==> config.mk <==
export PLATFORM = sky130hd
export DESIGN_NAME = fault_lamp_ctrl
export DESIGN_NICKNAME = d
export VERILOG_FILES = /design/src/rtl/fault_lamp_pkg.sv /design/src/rtl/poll_timebase.sv /design/src/rtl/ign_sequencer.sv /design/src/rtl/lamp_gate_mux.sv /design/src/rtl/fault_lamp_ctrl.sv
export SDC_FILE = /design/constraint.sdc
export NUM_CORES = 1
export LEC_CHECK = 0
export CORE_MARGIN = 2
export CORE_UTILIZATION = 40
export CTS_CLUSTER_DIAMETER = 50
export CTS_CLUSTER_SIZE = 12
export DETAILED_ROUTE_END_ITERATION = 6
export DONT_BUFFER_PORTS = 1
export GPL_TIMING_DRIVEN = 0
export SLEW_MARGIN = 15
export SYNTH_ARGS = -nofsm -noshare
export SYNTH_HDL_FRONTEND = slang
export SYNTH_SLANG_ARGS = --single-unit
export TNS_END_PERCENT = 1
==> constraint.sdc <==
create_clock -name clk_i -period 4.55 [get_ports clk_i]
set_input_delay 0.91 -clock clk_i [delete_from_list [all_inputs] [get_ports clk_i]]
set_output_delay 0.91 -clock clk_i [all_outputs]
set_load 0.005 [all_outputs]
==> src/rtl/fault_lamp_pkg.sv <==
package fault_lamp_pkg;
  typedef enum logic [1:0] {
    ST_STANDBY = 2'd0,
    ST_STARTUP = 2'd1,
    ST_ACTIVE  = 2'd2
  } run_state_e;
endpackage

==> src/rtl/poll_timebase.sv <==
module poll_timebase #(
  parameter int POLL_FRAMES = 4,
  parameter int PULSE_CLKS  = 16
) (
  input  logic clk_i,
  input  logic rst_ni,
  input  logic clear_i,
  input  logic frame_i,
  output logic pulse_o
);
  localparam int FW = (POLL_FRAMES > 1) ? $clog2(POLL_FRAMES) : 1;
  localparam int PW = $clog2(PULSE_CLKS + 1);
  localparam logic [FW-1:0] FRAME_LAST = FW'(POLL_FRAMES - 1);
  localparam logic [PW-1:0] PULSE_LOAD = PW'(PULSE_CLKS);

  logic [FW-1:0] frame_cnt_q;
  logic [PW-1:0] pulse_cnt_q;
  logic          period_start;

  assign period_start = frame_i && (frame_cnt_q == '0);

  always_ff @(posedge clk_i or negedge rst_ni) begin
    if (!rst_ni) begin
      frame_cnt_q <= '0;
      pulse_cnt_q <= '0;
    end else if (clear_i) begin
      frame_cnt_q <= '0;
      pulse_cnt_q <= '0;
    end else begin
      if (frame_i)
        frame_cnt_q <= (frame_cnt_q == FRAME_LAST) ? '0 : frame_cnt_q + 1'b1;
      if (period_start)
        pulse_cnt_q <= PULSE_LOAD;
      else if (pulse_cnt_q != '0)
        pulse_cnt_q <= pulse_cnt_q - 1'b1;
    end
  end

  assign pulse_o = (pulse_cnt_q != '0);
endmodule

==> src/rtl/ign_sequencer.sv <==
module ign_sequencer
  import fault_lamp_pkg::*;
#(
  parameter int OFF_DLY_CLKS = 1030,
  parameter int START_CLKS   = 50500
) (
  input  logic       clk_i,
  input  logic       rst_ni,
  input  logic       ign_i,
  input  logic       lf_i,
  output run_state_e state_o,
  output logic       ign_seen_o
);
  localparam int OW = $clog2(OFF_DLY_CLKS + 1);
  localparam int SW = (START_CLKS > 1) ? $clog2(START_CLKS) : 1;
  localparam logic [OW-1:0] OFF_LOAD   = OW'(OFF_DLY_CLKS);
  localparam logic [SW-1:0] START_LAST = SW'(START_CLKS - 1);

  logic [OW-1:0] off_cnt_q;
  logic [SW-1:0] start_cnt_q;
  run_state_e    state_q;
  logic          sleep_req;

  assign ign_seen_o = (off_cnt_q != '0);
  assign sleep_req  = !ign_seen_o && lf_i;

  always_ff @(posedge clk_i or negedge rst_ni) begin
    if (!rst_ni)          off_cnt_q <= '0;
    else if (ign_i)       off_cnt_q <= OFF_LOAD;
    else if (ign_seen_o)  off_cnt_q <= off_cnt_q - 1'b1;
  end

  always_ff @(posedge clk_i or negedge rst_ni) begin
    if (!rst_ni) begin
      state_q     <= ST_STANDBY;
      start_cnt_q <= '0;
    end else begin
      unique case (state_q)
        ST_STANDBY: if (ign_i) begin
          state_q     <= ST_STARTUP;
          start_cnt_q <= '0;
        end
        ST_STARTUP: begin
          if (sleep_req)                    state_q <= ST_STANDBY;
          else if (start_cnt_q == START_LAST) state_q <= ST_ACTIVE;
          else                              start_cnt_q <= start_cnt_q + 1'b1;
        end
        ST_ACTIVE: if (sleep_req) state_q <= ST_STANDBY;
        default: state_q <= ST_STANDBY;
      endcase
    end
  end

  assign state_o = state_q;
endmodule

==> src/rtl/lamp_gate_mux.sv <==
module lamp_gate_mux (
  input  logic run_i,
  input  logic pulse_i,
  input  logic uv_i,
  input  logic ov_i,
  input  logic hf_i,
  input  logic lf_i,
  input  logic ld_safe_i,
  input  logic lamp_short_i,
  input  logic src_short_i,
  output logic lamp_en_o,
  output logic gate_poll_o
);
  logic lamp_req, enable, lamp_window, gate_window;

  always_comb begin
    lamp_req    = (uv_i && hf_i) || ov_i || lf_i;
    enable      = run_i && ld_safe_i;
    // short: retry only inside pulse; healthy lamp: blank inside pulse
    lamp_window = lamp_short_i ? pulse_i : !pulse_i;
    gate_window = src_short_i ? pulse_i : 1'b1;
    lamp_en_o   = enable && lamp_req && lamp_window;
    gate_poll_o = enable && gate_window;
  end
endmodule

==> src/rtl/fault_lamp_ctrl.sv <==
module fault_lamp_ctrl
  import fault_lamp_pkg::*;
#(
  parameter int POLL_FRAMES  = 4,
  parameter int PULSE_CLKS   = 16,
  parameter int OFF_DLY_CLKS = 1030,
  parameter int START_CLKS   = 50500
) (
  input  logic clk_i,
  input  logic rst_ni,
  input  logic frame_i,
  input  logic uv_i,
  input  logic ov_i,
  input  logic hf_i,
  input  logic lf_i,
  input  logic ld_safe_i,
  input  logic lamp_short_i,
  input  logic src_short_i,
  input  logic ign_i,
  output logic lamp_en_o,
  output logic gate_poll_o,
  output logic active_o
);
  run_state_e state;
  logic       ign_seen;
  logic       run;
  logic       pulse;

  ign_sequencer #(
    .OFF_DLY_CLKS(OFF_DLY_CLKS),
    .START_CLKS  (START_CLKS)
  ) u_seq (
    .clk_i     (clk_i),
    .rst_ni    (rst_ni),
    .ign_i     (ign_i),
    .lf_i      (lf_i),
    .state_o   (state),
    .ign_seen_o(ign_seen)
  );

  assign run = (state != ST_STANDBY);

  poll_timebase #(
    .POLL_FRAMES(POLL_FRAMES),
    .PULSE_CLKS (PULSE_CLKS)
  ) u_tb (
    .clk_i  (clk_i),
    .rst_ni (rst_ni),
    .clear_i(!run),
    .frame_i(frame_i),
    .pulse_o(pulse)
  );

  lamp_gate_mux u_mux (
    .run_i       (run),
    .pulse_i     (pulse),
    .uv_i        (uv_i),
    .ov_i        (ov_i),
    .hf_i        (hf_i),
    .lf_i        (lf_i),
    .ld_safe_i   (ld_safe_i),
    .lamp_short_i(lamp_short_i),
    .src_short_i (src_short_i),
    .lamp_en_o   (lamp_en_o),
    .gate_poll_o (gate_poll_o)
  );

  assign active_o = (state == ST_ACTIVE);
endmodule

==> impl_metrics.env, run 1 <==
export IMPL_status="finished clean"
export IMPL_p_seq_share_pct=44.5
export IMPL_hold_violations=0
export IMPL_netlist_area_um2=1970
export IMPL_synth_simple_area_share_pct=27.4
export IMPL_cts_buffers=5
export IMPL_die_h_um=74.1
export IMPL_antenna_found_initial=0
export IMPL_synth_top_family_by_area="simple AND/OR/NAND/NOR gates"
export IMPL_postPlaceCellArea_um2=2050
export IMPL_p_per_area_nw_per_um2=461
export IMPL_overflow=0
export IMPL_routed_wl_um=3610
export IMPL_synth_xor_area_share_pct=5.79
export IMPL_synth_compound_area_share_pct=12.1
export IMPL_ant_nets=0
export IMPL_drv_cap=0
export IMPL_dpl_hpwl_um=2610
export IMPL_crit_fanout=7
export IMPL_viasPerCell=5.26
export IMPL_syn_avg_cell_area_um2=9.79
export IMPL_cts_max_path_buffers=2
export IMPL_synthCells=201
export IMPL_initial_core_util_pct=41.6
export IMPL_clk_pin_slew_ps=70
export IMPL_critPathRequiredTime_ps=3640
export IMPL_startpoint_type="register"
export IMPL_synthArstFlopShare_pct=100
export IMPL_post_drt_wl_per_cell_um=13.1
export IMPL_diodes=0
export IMPL_yosys_warnings=0
export IMPL_syn_num_nets=217
export IMPL_io_pins=14
export IMPL_synth_edf_count=0
export IMPL_core_area_um2=4720
export IMPL_placed_cells=268
export IMPL_slew_headroom_pct=69.3
export IMPL_ys_ff_latch=36
export IMPL_register_area_um2=901
export IMPL_gp_congestion=0.804
export IMPL_die_x_um=74.1
export IMPL_worst_slew_pin_slew_ps=457
export IMPL_cts_tree="yes"
export IMPL_nets=224
export IMPL_leakagePower_nw=0.941
export IMPL_synth_fa_ha_area_share_pct=3.18
export IMPL_fin_crit_sh_pct=63.9
export IMPL_clkPwrFrac_pct=27.7
export IMPL_die_area_um2=5490
export IMPL_instances_no_fill=276
export IMPL_slew_violations=0
export IMPL_grt_usage_pct=14.7
export IMPL_cts_root_buffer="clkbuf_8"
export IMPL_switching_share_pct=33.1
export IMPL_dr_pass1_iters=4
export IMPL_fin_skew_ps=7.53
export IMPL_ys_flop_type="dfrtp_1"
export IMPL_p_switching_uw=329
export IMPL_setup_viol=0
export IMPL_h_tree_depth=2
export IMPL_fillers=469
export IMPL_multi_input_area_um2=1000
export IMPL_num_vias=1453
export IMPL_port_buffers=0
export IMPL_core_rowCount=25
export IMPL_clkSinkCount=36
export IMPL_post_cts_setup_buffers=0
export IMPL_post_route_cells_drive_above_1_share_pct=12.0
export IMPL_clk_latency_ps=280
export IMPL_ir_worst_vdd_v=0.000168
export IMPL_ctsResizeCount=0
export IMPL_yosysSeqAreaShare_pct=45.8
export IMPL_muxShareOfSynthArea_pct=2.54
export IMPL_hold_class="in -> async"
export IMPL_grt_pass1_vias=1427
export IMPL_intPower_uw=666
export IMPL_tns_ps=0
export IMPL_arrival_ps=2000
export IMPL_finalCriticalPeriod_ps=2910
export IMPL_synth_distinct_cells=53
export IMPL_timing_fmax_ghz=0.344
export IMPL_grt_pass1_wl_um=6320
export IMPL_critical_path_class="reg -> out"
export IMPL_grt_max_degree=37
export IMPL_hold_buffers=0
export IMPL_fin_area_um2=2160
export IMPL_rsz0062_at_grt="false"
export IMPL_first_iter_violations=56
export IMPL_drc_errors=0
export IMPL_p_comb_share_pct=27.8
export IMPL_endpoint_kind="output pin"
export IMPL_syn2layout_area_growth_pct=9.73
-- cell type report --
cell class                      count  area share (%)
Multi-Input combinational cell    151            46.5
Sequential cell                    36            41.7
Tap cell                           67            3.88
Clock buffer                        6            3.36
Clock inverter                      2            1.62
Inverter                            9            1.57
Buffer                              5            1.33
-- through the flow --
stage	setup WS (ps)	util, %	total power, mW	hold slack [ps]
after floorplan	2100	-	0.666	465
after global placement	1960	43.4	0.718	492
after detailed placement	1950	43.4	0.729	492
after CTS	1640	45.7	1.01	302
after global routing	1530	45.7	1.07	293
final	1640	45.7	0.995	310
-- state kept, by name, summed over array words and instances (netlist names) --
| name | flops |
|---|---|
| u_seq.state_o | 2 |
| u_seq.off_cnt_q | 11 |
| u_tb.pulse_cnt_q | 5 |
| u_seq.start_cnt_q | 16 |
| u_tb.frame_cnt_q | 2 |
-- worst paths after layout --
path                                startpoint                    end  slack, ps  cells past startpoint
min                                     rst_ni    u_tb.pulse_cnt_q[0]        310                      0
max                        u_tb.pulse_cnt_q[0]              lamp_en_o       1640                      6
max in group asynchronous               rst_ni     u_seq.off_cnt_q[1]       4150                      0
min in group clk_i         u_seq.off_cnt_q[10]    u_seq.off_cnt_q[10]        510                      1
min reg2reg                u_seq.off_cnt_q[10]    u_seq.off_cnt_q[10]        510                      1
max reg2reg                 u_seq.off_cnt_q[0]  u_seq.start_cnt_q[15]       2550                      7
-- cell usage after synthesis, types with 2 or more instances --
library cell | n | area (um2)
nor3_1 | 8 | 40.0
a21oi_1 | 8 | 40.0
o211ai_1 | 3 | 22.5
nand4_1 | 4 | 25.0
buf_2 | 2 | 10.0
nand3_1 | 4 | 20.0
xnor2_1 | 8 | 70.1
and2_1 | 2 | 12.5
o21ai_0 | 7 | 35.0
nand2_1 | 13 | 48.8
nor2b_1 | 2 | 12.5
nor4_1 | 2 | 12.5
dfrtp_1 | 36 | 901
inv_1 | 9 | 33.8
nand3_2 | 2 | 20.0
or4_1 | 2 | 15.0
nor2_1 | 30 | 113
nor2_2 | 2 | 12.5
mux2i_1 | 5 | 50.1
nor4b_1 | 2 | 17.5
buf_4 | 2 | 15.0
ha_1 | 5 | 62.6
or3_1 | 5 | 31.3
xor2_1 | 5 | 43.8
o31ai_1 | 3 | 22.5
and3_1 | 3 | 18.8
-- cells in the final DEF, fill, tap and decap left out, types with 7 or more instances in the layout --
cell type and instances:
dfrtp_1 36, xnor2_1 8, nand2_1 13, o21ai_0 7, a21oi_1 8, inv_1 9, nor2_1 30, nor3_1 8
-- power groups by stage --
stage          clock, mW  sequential, mW  combinational (mW)
2_1_floorplan          0           0.435               0.231
3_3_place_gp           0           0.448               0.271
3_5_place_dp           0           0.450               0.279
4_1_cts            0.284           0.444               0.280
5_1_grt            0.297           0.452               0.321
6_report           0.276           0.443               0.276
-- metal layers --
layer	wire, um	GRT usage [%]	share of wire (%)
met1	1770	19.4	49
met2	1640	23.9	45
met3	146	2.98	4.0
met4	51	5.45	1.4
met5	0	0	0
-- critical path: stages (launching register included) --
cell     delay (ps)
dfrtp_1         380
inv_1            90
ha_1            180
or3b_2          480
nor2_2          280
xnor2_1         110
nor3_1          200
-- cell families (layout without fill, tap and decap cells) --
kind of cell / after synthesis / after routing
fa+ha+maj: 5 / 5
buf+inv: 14 / 22
compound gates: 33 / 33
xor+xnor: 13 / 13
mux: 5 / 5
simple gates: 95 / 95
flops: 36 / 36
Power figures use the tool's default switching activity.
==> inputs of run 2 (changes only) <==
Settings changed: ABC_AREA set to 1.
Clock period 4.55 ns to 2.5 ns, I/O delays scaled along.
==> impl_metrics.env, run 2 <==
export IMPL_status="finished clean"
export IMPL_regMostFlops="u_seq.start_cnt_q"
export IMPL_die_area_um2=6170
export IMPL_clkSinkCount=36
export IMPL_synthCells=316
export IMPL_postPlaceCellArea_um2=2310
export IMPL_ys_ff_latch=36
export IMPL_dr_pass1_iters=4
export IMPL_h_tree_depth=2
export IMPL_diodes=0
export IMPL_netlist_area_leader_share_pct=40.5
export IMPL_worst_slew_pin_slew_ps=438
export IMPL_synth_area_leaders="dfrtp_1 41%, nand2_1 15%, nor2_1 9.8%"
export IMPL_clk_latency_ps=290
export IMPL_cts_tree="yes"
export IMPL_finalCriticalPeriod_ps=2100
export IMPL_grt_usage_pct=16.9
export IMPL_die_x_um=78.5
export IMPL_core_rowCount=27
export IMPL_power_mw=1.93
export IMPL_leakagePower_nw=1.12
export IMPL_port_buffers=0
export IMPL_post_route_cells_drive_above_1_share_pct=7.38
export IMPL_dpl_hpwl_um=3400
export IMPL_grt_max_degree=37
export IMPL_hold_violations=0
export IMPL_yosysTopAreaCell="dfrtp_1"
export IMPL_clk_pin_slew_ps=80
export IMPL_die_h_um=78.5
export IMPL_ctsResizeCount=0
export IMPL_gp_congestion=0.896
export IMPL_crit_fanout=5
export IMPL_drc_errors=0
export IMPL_cts_buffers=5
export IMPL_num_vias=1936
export IMPL_endpoint_kind="output pin"
export IMPL_io_pins=14
export IMPL_antenna_found_initial=0
export IMPL_ys_flop_type="dfrtp_1"
export IMPL_fillers=569
export IMPL_syn2layout_area_growth_pct=9.80
export IMPL_rsz0062_at_grt="false"
export IMPL_viasPerCell=4.88
export IMPL_drv_cap=0
export IMPL_syn_avg_cell_area_um2=7.03
export IMPL_hold_class="in -> async"
export IMPL_startpoint_type="register"
export IMPL_yosysSeqAreaShare_pct=40.5
export IMPL_slew_headroom_pct=70.6
export IMPL_ir_worst_vdd_v=0.000288
export IMPL_synthTopCellsByCount="88 x nand2_1, 58 x nor2_1, 36 x dfrtp_1, 33 x inv_1, 32 x nand3_1"
export IMPL_whs_ps=33.5
export IMPL_overflow=0
export IMPL_netlist_area_um2=2220
export IMPL_nets=340
export IMPL_slew_violations=0
export IMPL_largest_registers="u_seq.start_cnt_q (16), u_seq.off_cnt_q (11), u_tb.pulse_cnt_q (5)"
export IMPL_critical_path_class="reg -> out"
export IMPL_synth_most_common_cell="nand2_1"
export IMPL_first_iter_violations=79
export IMPL_syn_num_nets=332
export IMPL_largest_reg_flops=16
export IMPL_cts_root_buffer="clkbuf_8"
export IMPL_core_area_um2=5440
export IMPL_yosys_warnings=0
export IMPL_final_common_cell="nand2_1"
export IMPL_timing_fmax_ghz=0.477
export IMPL_fin_crit_sh_pct=83.9
export IMPL_grt_pass1_wl_um=8180
export IMPL_ant_nets=0
export IMPL_synth_edf_count=0
export IMPL_tns_ps=0
export IMPL_cts_max_path_buffers=2
export IMPL_setup_viol=0
export IMPL_routed_wl_um=4660
export IMPL_layout_common_cells="88 x nand2_1, 58 x nor2_1, 36 x dfrtp_1"
export IMPL_synth_distinct_cells=32
export IMPL_fin_area_um2=2440
export IMPL_critPathRequiredTime_ps=2000
export IMPL_post_drt_wl_per_cell_um=11.7
export IMPL_final_core_util_pct=44.9
export IMPL_arrival_ps=1600
export IMPL_synthArstFlopShare_pct=100
export IMPL_grt_pass1_vias=1798
export IMPL_initial_core_util_pct=40.9
export IMPL_fin_skew_ps=7.13
export IMPL_p_per_area_nw_per_um2=789
-- run 2: power by group --
group | internal [mW] | switching, mW | leakage (nW)
registers | 0.670 | 0.0687 | 0.476
clock network | 0.296 | 0.221 | 0.0552
logic | 0.222 | 0.448 | 0.587
total | 1.19 | 0.737 | 1.12
-- run 2: through the flow --
stage                     std cells  worst slack [ps]
after CTS                       397               370
final                           397               403
after global routing            397               302
after floorplan                 316               846
after global placement          388               709
after detailed placement        388               689
-- run 2: logic make-up (layout without fill, tap and decap cells) --
logic type,Yosys count,after routing,share of synthesized area (%)
buf+inv,38,47,7.21
simple gates,205,205,40.3
flops,36,36,40.5
fa+ha+maj,5,5,2.82
compound gates,26,26,6.76
xor+xnor,6,6,2.36
-- run 2: final timing paths --
check	end	cells past startpoint	start	slack, ps
max	lamp_en_o	5	u_tb.pulse_cnt_q[0]	400
min	u_seq.off_cnt_q[7]	1	rst_ni	30
max reg2reg	u_seq.start_cnt_q[10]	10	u_seq.off_cnt_q[0]	680
min reg2reg	u_tb.pulse_cnt_q[0]	1	u_tb.pulse_cnt_q[0]	500
max in group asynchronous	u_seq.start_cnt_q[9]	1	rst_ni	2280
min in group clk_i	u_tb.frame_cnt_q[0]	2	frame_i	370
-- run 2: worst max-delay path, stage by stage, from the launching register on --
cell	delay, ps
dfrtp_1	390
inv_1	80
ha_1	200
nand3b_1	200
xor2_1	190
a211oi_1	240
-- run 2: area by class of cell --
cell class	instances	area (um2)	share of cell area, %
multi-input combinational	242	1160	47.6
sequential	36	901	36.9
inverter	33	124	5.08
tap	72	90.1	3.69
clock buffer	6	72.6	2.97
buffer	5	36.3	1.49
clock inverter	2	35.0	1.44
timing repair buffer	1	20.0	0.821
-- run 2: repair_timing --
item | in CTS | in global routing
hold endpoints to repair | 36 | 0
hold buffers | 1 | 0
setup buffers | 0 | 0
-- run 2: metal layers --
metal  share of wire (%)  global-route usage, %  vias up  wire length, um
li1                    -                      -     1022                -
met3                 3.5                   4.83        6              165
met4                0.86                   4.21        0               40
met5                   0                      0        -                0
met2                  47                   28.4       28             2210
met1                  48                   21.3      880             2250
==> inputs of run 3 (changes only) <==
Clock period 2.5 ns to 2.15 ns, I/O delays scaled along.
==> impl_metrics.env, run 3 (same netlist as run 2, synthesis figures left out) <==
export IMPL_status="finished clean"
export IMPL_drv_cap=0
export IMPL_dr_pass1_iters=4
export IMPL_hold_buffers=2
export IMPL_die_area_um2=6170
export IMPL_tns_ps=0
export IMPL_grt_pass1_vias=1811
export IMPL_use_met2_pct=28.5
export IMPL_slowest_stage="dfrtp_1"
export IMPL_path_cells="inv_1 -> ha_1 -> nand3b_1 -> xor2_1 -> a211oi_1"
export IMPL_p_per_area_nw_per_um2=915
export IMPL_ctsResizeCount=0
export IMPL_final_common_cell="nand2_1"
export IMPL_grt_pass1_wl_um=8210
export IMPL_cts_root_buffer="clkbuf_8"
export IMPL_num_vias=1938
export IMPL_top_usage_layer="met2"
export IMPL_largest_registers="u_seq.start_cnt_q (16), u_seq.off_cnt_q (11), u_tb.pulse_cnt_q (5)"
export IMPL_fin_area_um2=2450
export IMPL_drc_errors=0
export IMPL_ant_nets=0
export IMPL_antenna_found_initial=0
export IMPL_gp_congestion=0.896
export IMPL_syn2layout_area_growth_pct=10.2
export IMPL_viasPerCell=4.87
export IMPL_cts_tree="yes"
export IMPL_hold_violations=0
export IMPL_h_tree_depth=2
export IMPL_worst_slew_pin_slew_ps=422
export IMPL_first_iter_violations=69
export IMPL_post_route_cells_drive_above_1_share_pct=7.36
export IMPL_post_cts_setup_buffers=0
export IMPL_port_buffers=0
export IMPL_critPathRequiredTime_ps=1720
export IMPL_use_met1_pct=21.4
export IMPL_leakagePower_nw=1.12
export IMPL_timing_fmax_ghz=0.493
export IMPL_post_drt_wl_per_cell_um=11.7
export IMPL_core_area_um2=5440
export IMPL_ir_worst_vdd_v=0.000335
export IMPL_cts_max_path_buffers=2
export IMPL_overflow=0
export IMPL_crit_fanout=5
export IMPL_diodes=0
export IMPL_largest_reg_flops=16
export IMPL_clk_pin_slew_ps=80
export IMPL_grt_usage_pct=16.9
export IMPL_die_x_um=78.5
export IMPL_slowest_delay_ps=390
export IMPL_io_pins=14
export IMPL_slew_violations=0
export IMPL_grt_use_met3_pct=4.83
export IMPL_fin_skew_ps=7.31
export IMPL_fin_crit_sh_pct=94.3
export IMPL_rsz0062_at_grt="false"
export IMPL_dpl_hpwl_um=3400
export IMPL_critical_path_class="reg -> out"
export IMPL_final_core_util_pct=45.0
export IMPL_cts_buffers=5
export IMPL_clkSinkCount=36
export IMPL_clk_latency_ps=290
export IMPL_core_rowCount=27
export IMPL_postPlaceCellArea_um2=2310
export IMPL_layout_common_cells="88 x nand2_1, 58 x nor2_1, 36 x dfrtp_1"
export IMPL_initial_core_util_pct=40.9
export IMPL_slew_headroom_pct=71.6
export IMPL_endpoint_kind="output pin"
export IMPL_routed_wl_um=4670
export IMPL_hold_class="in -> reg"
export IMPL_grt_max_degree=37
export IMPL_fin_ws_ps=123
export IMPL_arrival_ps=1600
export IMPL_pre_cts_slack_ps=339
export IMPL_nets=341
export IMPL_regMostFlops="u_seq.start_cnt_q"
export IMPL_setup_viol=0
export IMPL_finalCriticalPeriod_ps=2030
export IMPL_startpoint_type="register"
export IMPL_die_h_um=78.5
run 3: metrics by stage:
step	instances	hold WS [ps]	power, mW
6_report	398	299	2.24
5_1_grt	398	296	2.42
2_1_floorplan	316	134	1.46
3_3_place_gp	388	136	1.62
4_1_cts	398	292	2.28
3_5_place_dp	388	136	1.65
run 3: worst max-delay path: cells and delay by family, from the launching register on:
family | cells | cell delay [ps]
XOR/XNOR | 1 | 190
AND/OR/NAND/NOR | 1 | 200
adder cells (fa/ha/maj) | 1 | 200
flip-flops | 1 | 390
buffers and inverters | 1 | 80
AO/OA/AOI/OAI | 1 | 240
run 3: where the power goes:
part | leakage, nW | total (mW) | switching [mW] | internal, mW
clock network | 0.0552 | 0.602 | 0.257 | 0.344
logic | 0.591 | 0.780 | 0.521 | 0.259
registers | 0.476 | 0.859 | 0.0803 | 0.779
total | 1.12 | 2.24 | 0.859 | 1.38
run 3: path summary, 6_finish.rpt:
kind                                     start                    end  slack, ps  depth (start not counted)
setup reg to reg            u_seq.off_cnt_q[0]  u_seq.start_cnt_q[10]        330                         10
max in group asynchronous               rst_ni   u_seq.start_cnt_q[9]       1370                          2
setup / recovery           u_tb.pulse_cnt_q[0]              lamp_en_o        120                          5
min in group asynchronous               rst_ni     u_seq.off_cnt_q[6]        580                          2
hold reg to reg            u_tb.pulse_cnt_q[0]    u_tb.pulse_cnt_q[0]        500                          1
hold / removal                         frame_i    u_tb.frame_cnt_q[0]        300                          2
run 3: final cells by class:
class,count,area [um2]
buffer,5,36.3
clock buffer,6,72.6
clock inverter,2,35.0
fill,567,2990
inverter,33,124
multi-input combinational,242,1160
sequential,36,901
tap,72,90.1
timing repair buffer,2,30.0
run 3: per-layer routing:
metal,vias up,wire length (um)
met5,-,0
li1,1025,-
met1,881,2260
met3,6,164
met2,26,2200
met4,0,40
